<file path="config.mk">
export PLATFORM = sky130hd
export DESIGN_NAME = ocmp_channel
export DESIGN_NICKNAME = d
export VERILOG_FILES = /design/src/rtl/ocmp_pkg.sv /design/src/rtl/ocmp_ctrl.sv /design/src/rtl/ocmp_dp.sv /design/src/rtl/ocmp_channel.sv
export SDC_FILE = /design/constraint.sdc
export NUM_CORES = 1
export LEC_CHECK = 0
export BUFFER_PORTS_ARGS = -buffer_cell sky130_fd_sc_hd__buf_4
export CAP_MARGIN = 20
export CORE_AREA = 2 2 39 41
export CTS_CLUSTER_SIZE = 20
export DETAILED_ROUTE_END_ITERATION = 8
export DIE_AREA = 0 0 41 43
export GPL_TIMING_DRIVEN = 0
export PLACE_DENSITY = 0.74
export SYNTH_ARGS = -nofsm -noshare
export SYNTH_HDL_FRONTEND = slang
export SYNTH_SLANG_ARGS = --single-unit
export TNS_END_PERCENT = 5
</file>
<file path="constraint.sdc">
create_clock -name clk -period 2.8 [get_ports clk]
set_input_delay 0.56 -clock clk [delete_from_list [all_inputs] [get_ports clk]]
set_output_delay 0.56 -clock clk [all_outputs]
set_load 0.05 [all_outputs]
</file>
<file path="src/rtl/ocmp_pkg.sv">
package ocmp_pkg;
  localparam int CNT_W = 16;

  typedef enum logic [1:0] {
    ACT_HOLD   = 2'b00,
    ACT_TOGGLE = 2'b01,
    ACT_LOW    = 2'b10,
    ACT_HIGH   = 2'b11
  } act_e;

  typedef struct packed {
    logic       applyPin;
    logic       setFlag;
    logic       reqClear;
    logic [1:0] actCode;
  } strobe_t;

  function automatic logic nextPin(input logic cur, input logic [1:0] code);
    case (act_e'(code))
      ACT_TOGGLE: nextPin = ~cur;
      ACT_LOW:    nextPin = 1'b0;
      ACT_HIGH:   nextPin = 1'b1;
      default:    nextPin = cur;
    endcase
  endfunction
endpackage

</file>
<file path="src/rtl/ocmp_ctrl.sv">
module ocmp_ctrl
  import ocmp_pkg::*;
#(
  parameter int W = CNT_W
) (
  input  logic [W-1:0] cntVal,
  input  logic         cntEn,
  input  logic [1:0]   modeSel,
  input  logic [1:0]   actSel,
  input  logic [W-1:0] cmpVal,
  input  logic         forceWr,
  output strobe_t      strb
);
  logic hit, pwmMode, ctcMode, forceOk;

  always_comb begin
    hit     = cntEn && (cntVal == cmpVal);
    pwmMode = modeSel[1];
    ctcMode = (modeSel == 2'b01);
    forceOk = forceWr && !pwmMode;
    strb.applyPin = !pwmMode && (hit || forceOk);
    strb.setFlag  = hit;
    strb.reqClear = hit && ctcMode;
    strb.actCode  = actSel;
  end
endmodule

</file>
<file path="src/rtl/ocmp_dp.sv">
module ocmp_dp
  import ocmp_pkg::*;
(
  input  logic    clk,
  input  logic    rstN,
  input  strobe_t strb,
  input  logic    flagClr,
  output logic    wavePin,
  output logic    irqFlag,
  output logic    clrReq
);
  always_ff @(posedge clk) begin
    if (!rstN) begin
      wavePin <= 1'b0;
      irqFlag <= 1'b0;
      clrReq  <= 1'b0;
    end else begin
      if (strb.applyPin) wavePin <= nextPin(wavePin, strb.actCode);
      if (strb.setFlag)  irqFlag <= 1'b1;
      else if (flagClr)  irqFlag <= 1'b0;
      clrReq <= strb.reqClear;
    end
  end

  assert_flag_set_R2: assert property (@(posedge clk) disable iff (!rstN)
    strb.setFlag |=> irqFlag);
  assert_flag_sticky_R10: assert property (@(posedge clk) disable iff (!rstN)
    (irqFlag && !flagClr) |=> irqFlag);
  assert_clear_pulse_R5: assert property (@(posedge clk) disable iff (!rstN)
    strb.reqClear |=> clrReq);
endmodule

</file>
<file path="src/rtl/ocmp_channel.sv">
module ocmp_channel
  import ocmp_pkg::*;
#(
  parameter int W = CNT_W
) (
  input  logic         clk,
  input  logic         rstN,
  input  logic [W-1:0] cntVal,
  input  logic         cntEn,
  input  logic [1:0]   modeSel,
  input  logic [1:0]   actSel,
  input  logic [W-1:0] cmpVal,
  input  logic         forceWr,
  input  logic         flagClr,
  output logic         wavePin,
  output logic         irqFlag,
  output logic         clrReq
);
  strobe_t strb;

  ocmp_ctrl #(.W(W)) u_ctrl (
    .cntVal(cntVal), .cntEn(cntEn), .modeSel(modeSel), .actSel(actSel),
    .cmpVal(cmpVal), .forceWr(forceWr), .strb(strb)
  );

  ocmp_dp u_dp (
    .clk(clk), .rstN(rstN), .strb(strb), .flagClr(flagClr),
    .wavePin(wavePin), .irqFlag(irqFlag), .clrReq(clrReq)
  );

  assert_pwm_pin_hold_R9: assert property (@(posedge clk) disable iff (!rstN)
    modeSel[1] |=> $stable(wavePin));
  assert_force_no_flag_R7: assert property (@(posedge clk) disable iff (!rstN)
    (forceWr && !irqFlag && !(cntEn && cntVal == cmpVal)) |=> !irqFlag);
  assert_force_no_clear_R8: assert property (@(posedge clk) disable iff (!rstN)
    (forceWr && !(cntEn && cntVal == cmpVal)) |=> !clrReq);
  assert_no_enable_no_clear_R3: assert property (@(posedge clk) disable iff (!rstN)
    !cntEn |=> !clrReq);
endmodule

</file>
==> key figures <==
Outcome
  – Outcome: finished, final reports clean

CTS
  – Hold buffer count at CTS: 0
  – CTS max path bufs: 2
  – Post_cts resized: 0
  – Setup repair bufs after CTS: 0
  – CTS root buf: clkbuf_4
  – Clock Latency Late Sink: 230 ps
  – Clk sink count: 3
  – Clk pin slew, worst setup/hold paths: 30 ps
  – Total CTS buffers: 3
  – H-tree Lvls: 1
  – CTS tree: done

Placed design
  – Hpwl dp: 900.8 µm
  – Place WS: 1068 ps
  – Port Buf Inserts: 43
  – Routability cong.: 0.6164

Yosys
  – Synth area leader: xor2_1
  – Synth warnings: 0
  – Synth cell types: 18
  – Prevailing post-synth register cell: dfxtp_1
  – Avg Synthesized Cell Area: 8.264 µm²
  – Synth Register Bits: 3
  – Register area share after synthesis: 0.1690
  – Share of synthesized registers carrying an async set or reset: 0
  – Post-synth EDFFs: 0
  – Main area contributors after synthesis: xor2_1, dfxtp_1, xnor2_1
  – Mapped Cells: 43
  – Syn Nets: 84
  – Post-synth top area share: 0.2711
  – Cell area after synthesis: 355.3 µm²

Floorplan
  – Die Y-Extent: 43 µm
  – Initial Util: 0.2568
  – Die X: 41 µm
  – Std-Cell Rows: 14
  – Die ar.: 1763 µm²
  – I/O pin cnt: 44
  – Core Box Area: 1384 µm²

Route
  – Average routed wire per standard cell: 9.274 µm
  – Post-DR vias/cell: 4.689
  – ANT nets after route: 0
  – Drt drc: 0
  – Initial DRC Count: 3
  – Total number of vias: 497
  – First-pass iteration count of the detailed router: 4
  – Drt total wl: 983 µm

STA
  – Final min period: 1486 ps
  – Slew HR: 0.7852
  – Actual slew at the worst max-slew pin: 319.7 ps
  – RSZ-0062 raised after global routing: false
  – Final Worst Setup Slack: 1314 ps
  – # setup viols final: 0
  – Period utilization: 0.5309
  – Setup TNS: 0 ps
  – Fin. Hold Viols: 0
  – Hold_ws: 554.6 ps
  – Fmax: 672.7 MHz
  – Final Slew Violations: 0
  – Layout Skew: 0 ps

Finish
  – Multi-input gate area: 295.3 µm²
  – Nets: 132
  – # fillers: 148
  – Ant diodes: 0
  – Reg area: 60.06 µm²
  – Synth-to-Final Area Change: 103.9%
  – Share of layout cells above drive strength 1: 0.5444

Setup path
  – CP Launch Type: input pin
  – Worst-path cell chain: buf_4, xor2_1, nor4_2, nand2_1, nor3_2, and3_1
  – WP data arrival: 1660 ps
  – Largest stage delay, worst path: 310 ps
  – Critical path type: input pin to flop
  – Critical path required time: 2970 ps
  – Crit path capture type: flop
  – Critical-path top delay cell: nor4_2
  – Reg2reg setup slack: 1720 ps
  – Worst-path fanout max: 2

Global routing
  – Initial antenna violation count: 0
  – First-pass GRT wire length: 1711 µm
  – Grt total ovfl: 0
  – GRT Total Usage: 0.1381
  – Vias in the first global route: 512
  – Pin count of the biggest net entering global routing: 4

Pwr
  – P per Cell Area: 290.9 nW/µm²
  – Static leakage: 0.3577 nW
  – Worst vdd rail ir drop: 0.0001910 V

Flow run
  – # Max-Cap Violations: 0

Hold path
  – Hold crit path type: input pin to flop
## metal layers
| metal | up-vias | routed length (µm) | track usage |
|---|---|---|---|
| met2 | 26 | 596 | 0.2844 |
| li1 | 243 | - | - |
| met3 | 0 | 95 | 0.04712 |
| met1 | 228 | 291 | 0.1019 |
| met5 | - | 0 | 0 |
| met4 | 0 | 0 | 0.04000 |
## cell usage after synthesis, types with 2 or more instances
cell type   n
nor2b_1     2
xor2_1     11
nand2_1     3
nand2b_1    2
xnor2_1     5
and3_1      2
nand3_1     2
dfxtp_1     3
nor4_2      2
nor2_1      3
## power breakdown
part,total [mW],internal (mW),switching (mW)
logic,0.0895,0.0552,0.0342
registers,0.0469,0.0452,0.00179
clock network,0.0743,0.0533,0.0210
## sequential cells by signal (all words and copies together), names as in the netlist
register      count
u_dp.irqFlag      1
u_dp.wavePin      1
u_dp.clrReq       1
## worst max-delay path: cells and delay by family
kind                      cells  cell delay (ps)
and+or+nand+nor               4              830
xor gates and xnor gates      1              160
buffers and inverters         1              110
## cells by family (layout without fill, tap and decap cells)
| logic type | Yosys count | count (layout) | synth area share |
|---|---|---|---|
| AO/OA/AOI/OAI | 3 | 3 | 0.05986 |
| XOR/XNOR | 16 | 16 | 0.3944 |
| buffers and inverters | 0 | 47 | 0 |
| flip-flops | 3 | 3 | 0.1690 |
| multiplexers | 1 | 1 | 0.02817 |
| AND/OR/NAND/NOR | 20 | 20 | 0.3486 |
## per-stage QoR
| stage | total power [mW] | cell area [µm²] | cells | utilization |
|---|---|---|---|---|
| 2_1_floorplan | 0.08396 | 355.3 | 43 | - |
| 3_3_place_gp | 0.1360 | 698.2 | 102 | 0.5045 |
| 3_5_place_dp | 0.1378 | 698.2 | 102 | 0.5045 |
| 4_1_cts | 0.2157 | 724.4 | 106 | 0.5235 |
| 5_1_grt | 0.2268 | 724.4 | 106 | 0.5235 |
| 6_report | 0.2107 | 724.4 | 106 | 0.5235 |
## cell usage in the layout, fill, tap and decap left out, drive strengths merged
master,Yosys,routed
a2bb2oi,1,1
and3,2,2
buf,0,43
clkbuf,0,4
dfxtp,3,3
mux2i,1,1
nand2,3,3
nand2b,2,2
nand3,2,2
nand4,1,1
nor2,3,3
nor2b,2,2
nor3,2,2
nor3b,1,1
nor4,2,2
o21a,1,1
o21ai,1,1
xnor2,5,5
xor2,11,11
## final timing paths
check	startpoint	end	cells after the start
setup / recovery	cmpVal[10]	u_dp.clrReq	6
hold / removal	modeSel[0]	u_dp.clrReq	2
setup reg to reg	u_dp.wavePin	u_dp.wavePin	5
hold reg to reg	u_dp.irqFlag	u_dp.irqFlag	2
## area by class of cell
class	count	share of cell area
clock buffer	4	0.03627
sequential	3	0.08290
multi-input combinational	40	0.4076
timing repair buffer	43	0.4456
tap	16	0.02763
Note: power is estimated with default switching activity, not from simulation.
